`src/rtl/txq_pkg.sv`:
```
package txq_pkg;
   typedef struct packed {
      logic fin;
      logic abt;
   } tag_t;
endpackage

```
`src/rtl/txq_ptrs.sv`:
```
module txq_ptrs #(
   parameter int DEPTH = 64,
   localparam int PW = $clog2(DEPTH),
   localparam int CW = $clog2(DEPTH + 1)
) (
   input  logic          clk,
   input  logic          rst_n,
   input  logic          wr_en,
   input  logic          rd_req,
   input  logic          tag_en,
   output logic          push,
   output logic          ovw,
   output logic          tag_ok,
   output logic [PW-1:0] wr_idx,
   output logic [PW-1:0] rd_idx,
   output logic [PW-1:0] last_idx,
   output logic [CW-1:0] cnt,
   output logic          tag_late
);
   localparam logic [CW-1:0] FULL_CNT = CW'(DEPTH);
   localparam logic [PW-1:0] TOP_IDX  = PW'(DEPTH - 1);

   logic pop, full, last_live, last_gone;

   function automatic logic [PW-1:0] bump(input logic [PW-1:0] p);
      return (p == TOP_IDX) ? '0 : p + 1'b1;
   endfunction

   assign full      = (cnt == FULL_CNT);
   assign pop       = rd_req && (cnt != '0);
   assign push      = wr_en && !full;
   assign ovw       = wr_en && full;
   assign last_gone = pop && (rd_idx == last_idx);
   assign tag_ok    = tag_en && !push && last_live && !last_gone;

   always_ff @(posedge clk or negedge rst_n) begin
      if (!rst_n) begin
         wr_idx    <= '0;
         rd_idx    <= '0;
         last_idx  <= '0;
         cnt       <= '0;
         last_live <= 1'b0;
         tag_late  <= 1'b0;
      end else begin
         tag_late <= tag_en && !push && !tag_ok;
         if (push) begin
            wr_idx    <= bump(wr_idx);
            last_idx  <= wr_idx;
            last_live <= 1'b1;
         end else if (last_gone) begin
            last_live <= 1'b0;
         end
         if (pop) rd_idx <= bump(rd_idx);
         case ({push, pop})
            2'b10:   cnt <= cnt + 1'b1;
            2'b01:   cnt <= cnt - 1'b1;
            default: cnt <= cnt;
         endcase
      end
   end

   a_r5_overrun_keeps_count: assert property (@(posedge clk) disable iff (!rst_n)
      (full && wr_en && !rd_req) |=> (cnt == FULL_CNT));
   a_r2_empty_pop_ignored: assert property (@(posedge clk) disable iff (!rst_n)
      (cnt == '0 && !wr_en) |=> (cnt == '0));
   a_r3_count_bounded: assert property (@(posedge clk) disable iff (!rst_n)
      cnt <= FULL_CNT);
   a_r8_no_late_after_push: assert property (@(posedge clk) disable iff (!rst_n)
      (wr_en && !full) |=> !tag_late);
endmodule

```
`src/rtl/txq_store.sv`:
```
module txq_store
   import txq_pkg::*;
#(
   parameter int DATA_W = 8,
   parameter int DEPTH  = 64,
   localparam int PW = $clog2(DEPTH)
) (
   input  logic              clk,
   input  logic              rst_n,
   input  logic              push,
   input  logic              ovw,
   input  logic              tag_ok,
   input  logic [PW-1:0]     wr_idx,
   input  logic [PW-1:0]     last_idx,
   input  logic [PW-1:0]     rd_idx,
   input  logic [DATA_W-1:0] wr_data,
   input  tag_t              tag_new,
   input  tag_t              tag_in,
   output logic [DATA_W-1:0] rd_data,
   output tag_t              rd_tag
);
   logic [DATA_W-1:0] data_q [DEPTH];
   tag_t              tag_q  [DEPTH];

   for (genvar e = 0; e < DEPTH; e++) begin : g_ent
      localparam logic [PW-1:0] IDX = PW'(e);
      logic hit_push, hit_last;
      assign hit_push = push && (wr_idx == IDX);
      assign hit_last = last_idx == IDX;

      always_ff @(posedge clk) begin
         if (hit_push || (ovw && hit_last)) data_q[e] <= wr_data;
      end

      always_ff @(posedge clk or negedge rst_n) begin
         if (!rst_n)
            tag_q[e] <= '0;
         else if (hit_push)
            tag_q[e] <= tag_new;
         else if (tag_ok && hit_last && !tag_q[e].fin)
            tag_q[e] <= tag_t'(tag_q[e] | tag_in);
      end

      a_r7_fin_sticky: assert property (@(posedge clk) disable iff (!rst_n)
         (tag_q[e].fin && !hit_push) |=> tag_q[e].fin);
      a_r7_abt_frozen: assert property (@(posedge clk) disable iff (!rst_n)
         (tag_q[e].fin && !hit_push) |=> $stable(tag_q[e].abt));
   end

   assign rd_data = data_q[rd_idx];
   assign rd_tag  = tag_q[rd_idx];
endmodule

```
`src/rtl/txq_level.sv`:
```
module txq_level #(
   parameter int DEPTH   = 64,
   parameter bit REG_IRQ = 1'b0,
   localparam int LW = $clog2(DEPTH),
   localparam int CW = $clog2(DEPTH + 1)
) (
   input  logic          clk,
   input  logic          rst_n,
   input  logic [CW-1:0] cnt,
   input  logic [LW-1:0] trig_lvl,
   output logic [CW-1:0] free_cnt,
   output logic          space_irq
);
   logic above;

   assign free_cnt = CW'(DEPTH) - cnt;
   assign above    = free_cnt >= CW'(trig_lvl);

   if (REG_IRQ) begin : g_reg
      always_ff @(posedge clk or negedge rst_n) begin
         if (!rst_n) space_irq <= 1'b0;
         else        space_irq <= above;
      end
   end else begin : g_comb
      assign space_irq = above;
      a_r4_irq_zero_level: assert property (@(posedge clk) disable iff (!rst_n)
         (trig_lvl == '0) |-> space_irq);
   end
endmodule

```
`src/rtl/txq_tagged_fifo.sv`:
```
module txq_tagged_fifo
   import txq_pkg::*;
#(
   parameter int DATA_W  = 8,
   parameter int DEPTH   = 64,
   parameter bit REG_IRQ = 1'b0,
   localparam int PW = $clog2(DEPTH),
   localparam int LW = $clog2(DEPTH),
   localparam int CW = $clog2(DEPTH + 1)
) (
   input  logic              clk,
   input  logic              rst_n,
   input  logic              wr_en,
   input  logic [DATA_W-1:0] wr_data,
   input  logic              tag_en,
   input  logic              tag_fin,
   input  logic              tag_abt,
   input  logic              rd_req,
   output logic [DATA_W-1:0] rd_data,
   output logic              rd_fin,
   output logic              rd_abt,
   output logic              rd_empty,
   input  logic [LW-1:0]     trig_lvl,
   output logic [CW-1:0]     free_cnt,
   output logic              space_irq,
   output logic              tag_late
);
   if (DEPTH < 2) begin : g_bad_depth
      $error("txq_tagged_fifo: DEPTH must be at least 2");
   end
   if (DATA_W < 1) begin : g_bad_width
      $error("txq_tagged_fifo: DATA_W must be positive");
   end

   logic          push, ovw, tag_ok;
   logic [PW-1:0] wr_idx, rd_idx, last_idx;
   logic [CW-1:0] cnt;
   tag_t          tag_in, tag_new, rd_tag;

   assign tag_in  = '{fin: tag_fin, abt: tag_abt};
   assign tag_new = tag_en ? tag_in : '0;

   txq_ptrs #(.DEPTH(DEPTH)) u_ptrs (
      .clk, .rst_n, .wr_en, .rd_req, .tag_en,
      .push, .ovw, .tag_ok, .wr_idx, .rd_idx, .last_idx, .cnt, .tag_late
   );

   txq_store #(.DATA_W(DATA_W), .DEPTH(DEPTH)) u_store (
      .clk, .rst_n, .push, .ovw, .tag_ok, .wr_idx, .last_idx, .rd_idx,
      .wr_data, .tag_new, .tag_in, .rd_data, .rd_tag
   );

   txq_level #(.DEPTH(DEPTH), .REG_IRQ(REG_IRQ)) u_level (
      .clk, .rst_n, .cnt, .trig_lvl, .free_cnt, .space_irq
   );

   assign rd_fin   = rd_tag.fin;
   assign rd_abt   = rd_tag.abt;
   assign rd_empty = (cnt == '0);

   a_r8_late_needs_tag: assert property (@(posedge clk) disable iff (!rst_n)
      tag_late |-> $past(tag_en));
   a_r2_pop_frees_space: assert property (@(posedge clk) disable iff (!rst_n)
      (rd_req && !rd_empty && !wr_en) |=> (free_cnt == $past(free_cnt) + 1'b1));
endmodule

```
`config.mk`:
```
export PLATFORM = sky130hd
export DESIGN_NAME = txq_tagged_fifo
export DESIGN_NICKNAME = d
export VERILOG_FILES = /design/src/rtl/txq_pkg.sv /design/src/rtl/txq_ptrs.sv /design/src/rtl/txq_store.sv /design/src/rtl/txq_level.sv /design/src/rtl/txq_tagged_fifo.sv
export SDC_FILE = /design/constraint.sdc
export NUM_CORES = 1
export LEC_CHECK = 0
export BUFFER_PORTS_ARGS = -buffer_cell sky130_fd_sc_hd__clkbuf_2
export CELL_PAD_IN_SITES_DETAIL_PLACEMENT = 1
export CELL_PAD_IN_SITES_GLOBAL_PLACEMENT = 1
export CORE_ASPECT_RATIO = 1.2
export CORE_UTILIZATION = 45
export DETAILED_ROUTE_END_ITERATION = 12
export PLACE_DENSITY_LB_ADDON = 0.15
export SKIP_LAST_GASP = 1
export SYNTH_ARGS = -nofsm -noshare
export SYNTH_HDL_FRONTEND = slang
export SYNTH_SLANG_ARGS = --single-unit
```
`constraint.sdc`:
```
create_clock -name clk -period 3.5 [get_ports clk]
set_input_delay 0 -clock clk [delete_from_list [all_inputs] [get_ports clk]]
set_output_delay 0 -clock clk [all_outputs]
set_load 0.03 [all_outputs]
```
==> impl_results.md, run 1 <==
- Total wire length: 87400 um
- Critical path cell sequence: buf_4 > mux4_2 > mux4_2 > o2111ai_1 > o31ai_1 > clkbuf_2
- Most common cell after layout, fill and taps aside: edfxtp_1
- Crit Path Class: reg -> out
- First-pass GRT wire length: 129000 um
- Final setup margin: 0.00680 ns
- PortBufs: 40
- Clk_skew: 0.0190 ns
- Initial Util: 45.8%
- Core area: 0.0637 mm^2
- Vias per inst: 6.28
- End point of the critical path: rd_fin
- DP Wirelength: 57000 um
- Syn-to-layout area delta: 14.9%
- Crit path time final: 3.49 ns
- CP Launch Point: u_ptrs.rd_idx[1]$_DFFE_PN0P_
- CP arrival: 3.49 ns
- # clock sinks: 667
- Worst R2R Start: u_ptrs.cnt[0]$_DFFE_PN0P_
- Most used cell, CP: mux4_2
- Slowest stage delay, CP: 0.57 ns
- Clk buf depth: 3
- Adder-cell share of the synthesized area: 0.840%
- Final Hold Viols: 0
- Fmax: 286 MHz
- Syn Area/Cell: 15.7 um^2
- Largest family of logic cells by synthesized area: multiplexers
- Clock transition at path regs: 0.06 ns
- Ports: 41
- CP Launch Type: register
- All-layer global routing usage: 27.2%
- Synth cell types: 68
- CTS Buf Count: 71
- Mapped cell area: 0.0292 mm^2
- Async SR Flop Fraction: 23.2%
- RSZ-0062 raised after global routing: yes
- Synth top area cells: edfxtp_1, dfrtp_1, mux4_2
- Layout cells sized above 1: 24.0%
- TritonCTS clock tree: yes
- Power Density: 783 mW/mm^2
- Dominant cell type by area after synthesis: edfxtp_1
- Final Setup Violations: 0
- Clk Latency, worst-skew pair: 0.62 ns
- R2r setup slk: 0.23 ns
- Pins Over Slew Limit: 0
- Commonest non-fill, non-tap cells in the layout: edfxtp_1, nand2_1, dfrtp_1, mux4_2, buf_4
- Die Footprint: 0.0659 mm^2
- Vias in the first global route: 19200
- Mux share of post-synthesis cell area: 14.5%
- Initial antenna violation count: 0
- Grt ovf: 0
- Routed wire length per instance: 30.5 um
- Crit Reg-Reg Endpoint: u_ptrs.cnt[5]$_DFFE_PN0P_
- CTS root buf: clkbuf_16
- Final GP Congestion: 0.831
- Synthesized Nets: 1896
- Worst-Margin Slew: 1.05 ns
- Max-slew headroom: 30.0%
- Number of max-cap violations: 0
- Worst Path Max Fanout: 15
- Synthesized flop and latch total: 667
- Detail Route Antenna Nets: 0
- N_diodes: 0
- LEAKAGE: 11.9 nW
- Area of placed instances: 0.0310 mm^2
- Most used DFF post-synth: edfxtp_1
- Reg2reg path depth: 11
- Synth Area in Compound Gates: 9.30%
- Drt first-iter violations: 1563
- Drt first pass iters: 5
- Drt drc: 0
- Worst vdd ir: 0.464 mV
- Fin crit share: 99.8%
- Sequential share of the synthesized area: 65.9%
- Top-area cell type share of the netlist area: 52.7%
- Die height: 281 um
- Cells after synthesis: 1856
- Rows: 101
- Syn. warnings: 0
- Crit path required time: 3.50 ns
- Fin nets: 2027
- Die W: 235 um
- Design Area, Final: 0.0335 mm^2
- Vias: 18000
- Crit path max-delay cell type: mux4_2
- Xor/xnor share of the synthesized area: 0.570%
- Hold Crit Start: wr_data[2]
- Pre-CTS setup slack: 0.246 ns
- H-tree Lvls: 3
- Post-Synth Simple-Gate Area: 6.54%
- Type of the worst min-delay path: in -> reg
- Pin count of the biggest net entering global routing: 77
- Critical path endpoint category: output pin
- Post-synth EDFFs: 512
- Status: completed
-- per-stage QoR --
step	util [%]	power, mW	hold WS (ns)	setup TNS [ns]	std cells
after global placement	48.6	18.5	-0.0468	0	2722
after global routing	52.7	27.2	0.0699	-0.0446	2868
after detailed placement	48.6	18.7	-0.0521	0	2722
after CTS	52.6	26.4	0.0319	0	2867
final	52.7	26.3	0.0237	0	2868
after floorplan	-	15.3	-0.296	0	1856
-- worst min-delay path by stage --
stage	to	slack, ns	cells after the start
floorplan	u_ptrs.cnt[0]$_DFFE_PN0P_	-0.30	0
global placement	u_store.tag_q[95]$_DFFE_PN0P_	-0.05	1
detailed placement	u_store.tag_q[88]$_DFFE_PN0P_	-0.05	1
CTS	u_store.data_q[39][2]$_DFFE_PP_	0.03	2
global route	u_store.data_q[38][2]$_DFFE_PP_	0.07	2
finish	u_store.data_q[38][2]$_DFFE_PP_	0.02	2
-- area by class of cell --
class,instances,area (um^2)
repair buffers,190,1530
clock buffers,97,2010
inverters,20,75.1
clock inverters,33,315
well taps,824,1030
multi-input cells,1037,9320
fillers,6044,30100
flip-flops and latches,667,19300
-- timing repair --
action | CTS | global route
endpoints found under the hold margin | 195 | 0
cloned | 0 | 1
setup buffers | 6 | 0
hold buffers | 9 | 0
endpoints found under the setup margin | 10 | 4
resized for setup | 5 | 1
-- state kept, by name, indices dropped and copies added (netlist names) --
register          count
u_store.data_q      512
u_ptrs.rd_idx         6
u_ptrs.cnt            7
u_ptrs.tag_late       1
u_store.tag_q       128
u_ptrs.wr_idx         6
u_ptrs.last_live      1
u_ptrs.last_idx       6
-- synthesized netlist by cell type, types with 8 or more instances --
| master | number |
|---|---|
| a211oi_1 | 20 |
| a21boi_0 | 22 |
| a21oi_1 | 13 |
| a22o_1 | 16 |
| and2_1 | 12 |
| and3_1 | 11 |
| buf_1 | 11 |
| buf_2 | 39 |
| buf_4 | 9 |
| clkbuf_1 | 71 |
| dfrtp_1 | 155 |
| edfxtp_1 | 512 |
| ha_1 | 18 |
| inv_1 | 17 |
| mux2i_1 | 85 |
| mux4_2 | 150 |
| nand2_1 | 189 |
| nand2b_1 | 11 |
| nand3_1 | 54 |
| nor2_1 | 39 |
| nor2b_1 | 12 |
| nor3_1 | 39 |
| o2111ai_1 | 8 |
| o211ai_1 | 14 |
| o21ai_0 | 111 |
| o21ai_1 | 8 |
| o221ai_1 | 30 |
| o221ai_2 | 17 |
| o22ai_1 | 11 |
| o31ai_1 | 37 |
| o41ai_2 | 8 |
| xnor2_1 | 14 |
-- where the power goes --
part / internal, mW / total, mW / switching [mW] / leakage [nW]
combinational: 3.38 / 8.80 / 5.41 / 4.11
clock: 4.41 / 7.53 / 3.12 / 1.14
sequential: 9.25 / 9.94 / 0.692 / 6.66
total: 17.0 / 26.3 / 9.23 / 11.9
-- layer usage --
| metal | GRT usage [%] | share of wire (%) | vias to the layer above |
|---|---|---|---|
| li1 | - | - | 7659 |
| met1 | 37.2 | 43 | 9633 |
| met2 | 44.4 | 49 | 580 |
| met3 | 3.45 | 4.8 | 150 |
| met4 | 10.4 | 3.5 | 0 |
| met5 | 0 | 0 | - |
-- cells by family (layout without fill, tap and decap cells) --
family          count (synthesis)  in the layout
flops                         667            667
simple gates                  399            399
compound gates                364            364
mux                           236            236
buf+inv                       152            340
fa+ha+maj                      19             19
xor+xnor                       19             19
-- worst max-delay path: cells and delay by family (launching register included) --
kind	cells	cell delay, ns
AOI/OAI and AO/OA	2	0.65
buffers and inverters	2	0.62
DFF	1	0.52
muxes	2	1.09
No activity file was read; power rests on OpenSTA's default activity.
==> run 2, diff against run 1 <==
==> constraint.sdc (replaced) <==
create_clock -name clk -period 3.48 [get_ports clk]
set_input_delay 0 -clock clk [delete_from_list [all_inputs] [get_ports clk]]
set_output_delay 0 -clock clk [all_outputs]
set_load 0.03 [all_outputs]
==> impl_results.md, run 2 (synthesized netlist as in run 1, its figures left out) <==
- Final core utilization: 52.3% (was 52.7%)
- Global routing usage on met2: 43.3% (was 44.4%)
- Layout cells sized above 1: 23.5% (was 24.0%)
- Top reg by flops: u_store.data_q (unchanged)
- Clk Latency, worst-skew pair: 0.63 ns (was 0.62 ns)
- Crit Path Class: reg -> out (unchanged)
- Die Footprint: 0.0659 mm^2 (unchanged)
- Fill cells: 6071 (was 6044)
- Pin count of the biggest net entering global routing: 83 (was 77)
- Die height: 281 um (unchanged)
- Fin crit share: 101%
- Type of the worst min-delay path: in -> async (was in -> reg)
- RSZ-0062 raised after global routing: yes (unchanged)
- Syn-to-layout area delta: 14.0% (was 14.9%)
- Final Setup Violations: 2 (was 0)
- Initial Util: 45.8% (unchanged)
- R2r setup slk: 0.24 ns (was 0.23 ns)
- PortBufs: 40 (unchanged)
- Core area: 0.0637 mm^2 (unchanged)
- Failing checks: setup timing
- CP Launch Point: u_ptrs.rd_idx[4]$_DFFE_PN0P_ (was u_ptrs.rd_idx[1]$_DFFE_PN0P_)
- Fmax: 284 MHz
- Final Hold Viols: 0 (unchanged)
- Worst hold margin: 0.0203 ns (was 0.0237 ns)
- Clk buf depth: 3 (unchanged)
- End point of the critical path: rd_fin (unchanged)
- Grt ovf: 0 (unchanged)
- Pins Over Slew Limit: 0 (unchanged)
- TritonCTS clock tree: yes (unchanged)
- Seq. cell area: 0.0193 mm^2 (about the same)
- GRT busiest layer: met2 (unchanged)
- # clock sinks: 667 (unchanged)
- CTS root buf: clkbuf_16 (unchanged)
- First-pass GRT wire length: 129000 um (about the same)
- Crit Reg-Reg Endpoint: u_ptrs.cnt[5]$_DFFE_PN0P_ (unchanged)
- Total wire length: 86500 um (was 87400 um)
- LEAKAGE: 11.8 nW (was 11.9 nW)
- Crit path required time: 3.48 ns (was 3.50 ns)
- Fin nets: 2016 (was 2027)
- Clk_skew: 0.0230 ns (was 0.0190 ns)
- CP arrival: 3.53 ns (was 3.49 ns)
- Pre-CTS setup slack: 0.255 ns (was 0.246 ns)
- Tot Pwr: 26.1 mW (was 26.3 mW)
- Top Registers: u_store.data_q (512), u_store.tag_q (128), u_ptrs.cnt (7) (unchanged)
- DP Wirelength: 56600 um (was 57000 um)
- All-layer global routing usage: 27.0% (was 27.2%)
- Die W: 235 um (unchanged)
- Ports: 41 (unchanged)
- Number of max-cap violations: 0 (unchanged)
- Area of the multi-input gates: 0.00934 mm^2 (was 0.00932 mm^2)
- Worst vdd ir: 0.477 mV (was 0.464 mV)
- H-tree Lvls: 3 (unchanged)
- Crit path time final: 3.53 ns
- N_diodes: 0 (unchanged)
- Critical path endpoint category: output pin (unchanged)
- Clock transition at path regs: 0.06 ns (about the same)
- Detail Route Antenna Nets: 0 (unchanged)
- GR Layer Usage met1: 38.1% (was 37.2%)
- Reg2reg path depth: 11 (unchanged)
- Final GP Congestion: 0.854 (was 0.831)
- Initial antenna violation count: 1 (was 0)
- M3 GR Usage: 3.01% (was 3.45%)
- Worst-Margin Slew: 1.18 ns (was 1.05 ns)
- Final setup margin: -0.0454 ns (was 0.00680 ns)
- Vias per inst: 6.30 (was 6.28)
- Largest register FFs: 512 (unchanged)
- Worst R2R Start: u_ptrs.cnt[0]$_DFFE_PN0P_ (unchanged)
- CTS Buf Count: 71 (unchanged)
- Worst Path Max Fanout: 12 (was 15)
- Rows: 101 (unchanged)
- Commonest non-fill, non-tap cells in the layout: edfxtp_1, nand2_1, dfrtp_1, mux4_2, buf_4 (unchanged)
- Drt first-iter violations: 1552 (was 1563)
- Power Density: 783 mW/mm^2 (about the same)
- Vias: 18000 (about the same)
- CP Launch Type: register (unchanged)
- Most common cell after layout, fill and taps aside: edfxtp_1 (unchanged)
- Status: complete, but fails checks (was completed)
- Max-slew headroom: 21.3% (was 30.0%)
- Vias in the first global route: 18900 (was 19200)
- Drt drc: 0 (unchanged)
- Drt first pass iters: 5 (unchanged)
- Routed wire length per instance: 30.3 um (was 30.5 um)
run 2: cell count changes in the layout (fill, tap and decap cells not counted), moves of 2 or more:
cell | before | now
buf_4 | 128 | 123
clkbuf_16 | 76 | 71
clkinvlp_4 | 3 | 0
dlygate4sd3_1 | 8 | 5
buf_12 | 10 | 8
bufinv_16 | 5 | 3
clkbuf_1 | 17 | 19
clkinv_1 | 8 | 10
inv_16 | 0 | 2
inv_6 | 0 | 2
o2111ai_1 | 7 | 5
o2111ai_2 | 1 | 3
run 2: power breakdown:
part | leakage, nW | total (mW) | switching (mW) | internal [mW]
clock | 1.09 | 7.31 | 3.19 | 4.12
sequential | 6.66 | 10.1 | 0.765 | 9.30
combinational | 4.05 | 8.67 | 5.35 | 3.32
run 2: how the worst min path moves through the flow:
stage          startpoint                         endpoint  slack [ns]  cells past startpoint
6_report            rst_n    u_store.tag_q[89]$_DFFE_PN0P_        0.02                      2
3_5_place_dp        rst_n    u_store.tag_q[72]$_DFFE_PN0P_        0.14                      1
2_1_floorplan       rst_n        u_ptrs.cnt[0]$_DFFE_PN0P_       -0.30                      0
4_1_cts             rst_n    u_store.tag_q[72]$_DFFE_PN0P_        0.04                      2
5_1_grt        wr_data[2]  u_store.data_q[38][2]$_DFFE_PP_        0.08                      2
3_3_place_gp        rst_n    u_store.tag_q[89]$_DFFE_PN0P_        0.14                      1
run 2: metal layers:
layer,vias to the layer above,share of wire [%]
met5,-,0
met4,0,3.1
met3,136,4.9
met2,574,49
met1,9614,43
li1,7664,-
run 2: repair_timing:
item,4_1_cts,5_1_grt
endpoints found under the setup margin,10,3
setup buffers,6,0
hold endpoints to repair,93,0
hold buffers,5,0
gates resized for setup,7,2
run 2: critical path, cell delays in order, from the launching register on:
cell       delay (ns)
dfrtp_1          0.75
clkinv_1         0.64
mux4_2           0.48
o2111ai_1        0.54
o31ai_1          0.23
clkbuf_2         0.24
run 2: final cells by class:
class                      count  area share (%)
clock buffer                  95            5.76
clock inverter                32           0.853
inverter                      20           0.229
multi-input combinational   1037            28.0
sequential                   667            57.9
tap                          824            3.10
timing repair buffer         179            4.15
run 2: stage by stage:
step	instance area, um^2	TNS, ns	instances
after floorplan	29200	0	1856
after global placement	30900	0	2716
after detailed placement	30900	0	2716
after CTS	33300	0	2854
after global routing	33300	-0.00564	2854
final	33300	-0.0561	2854
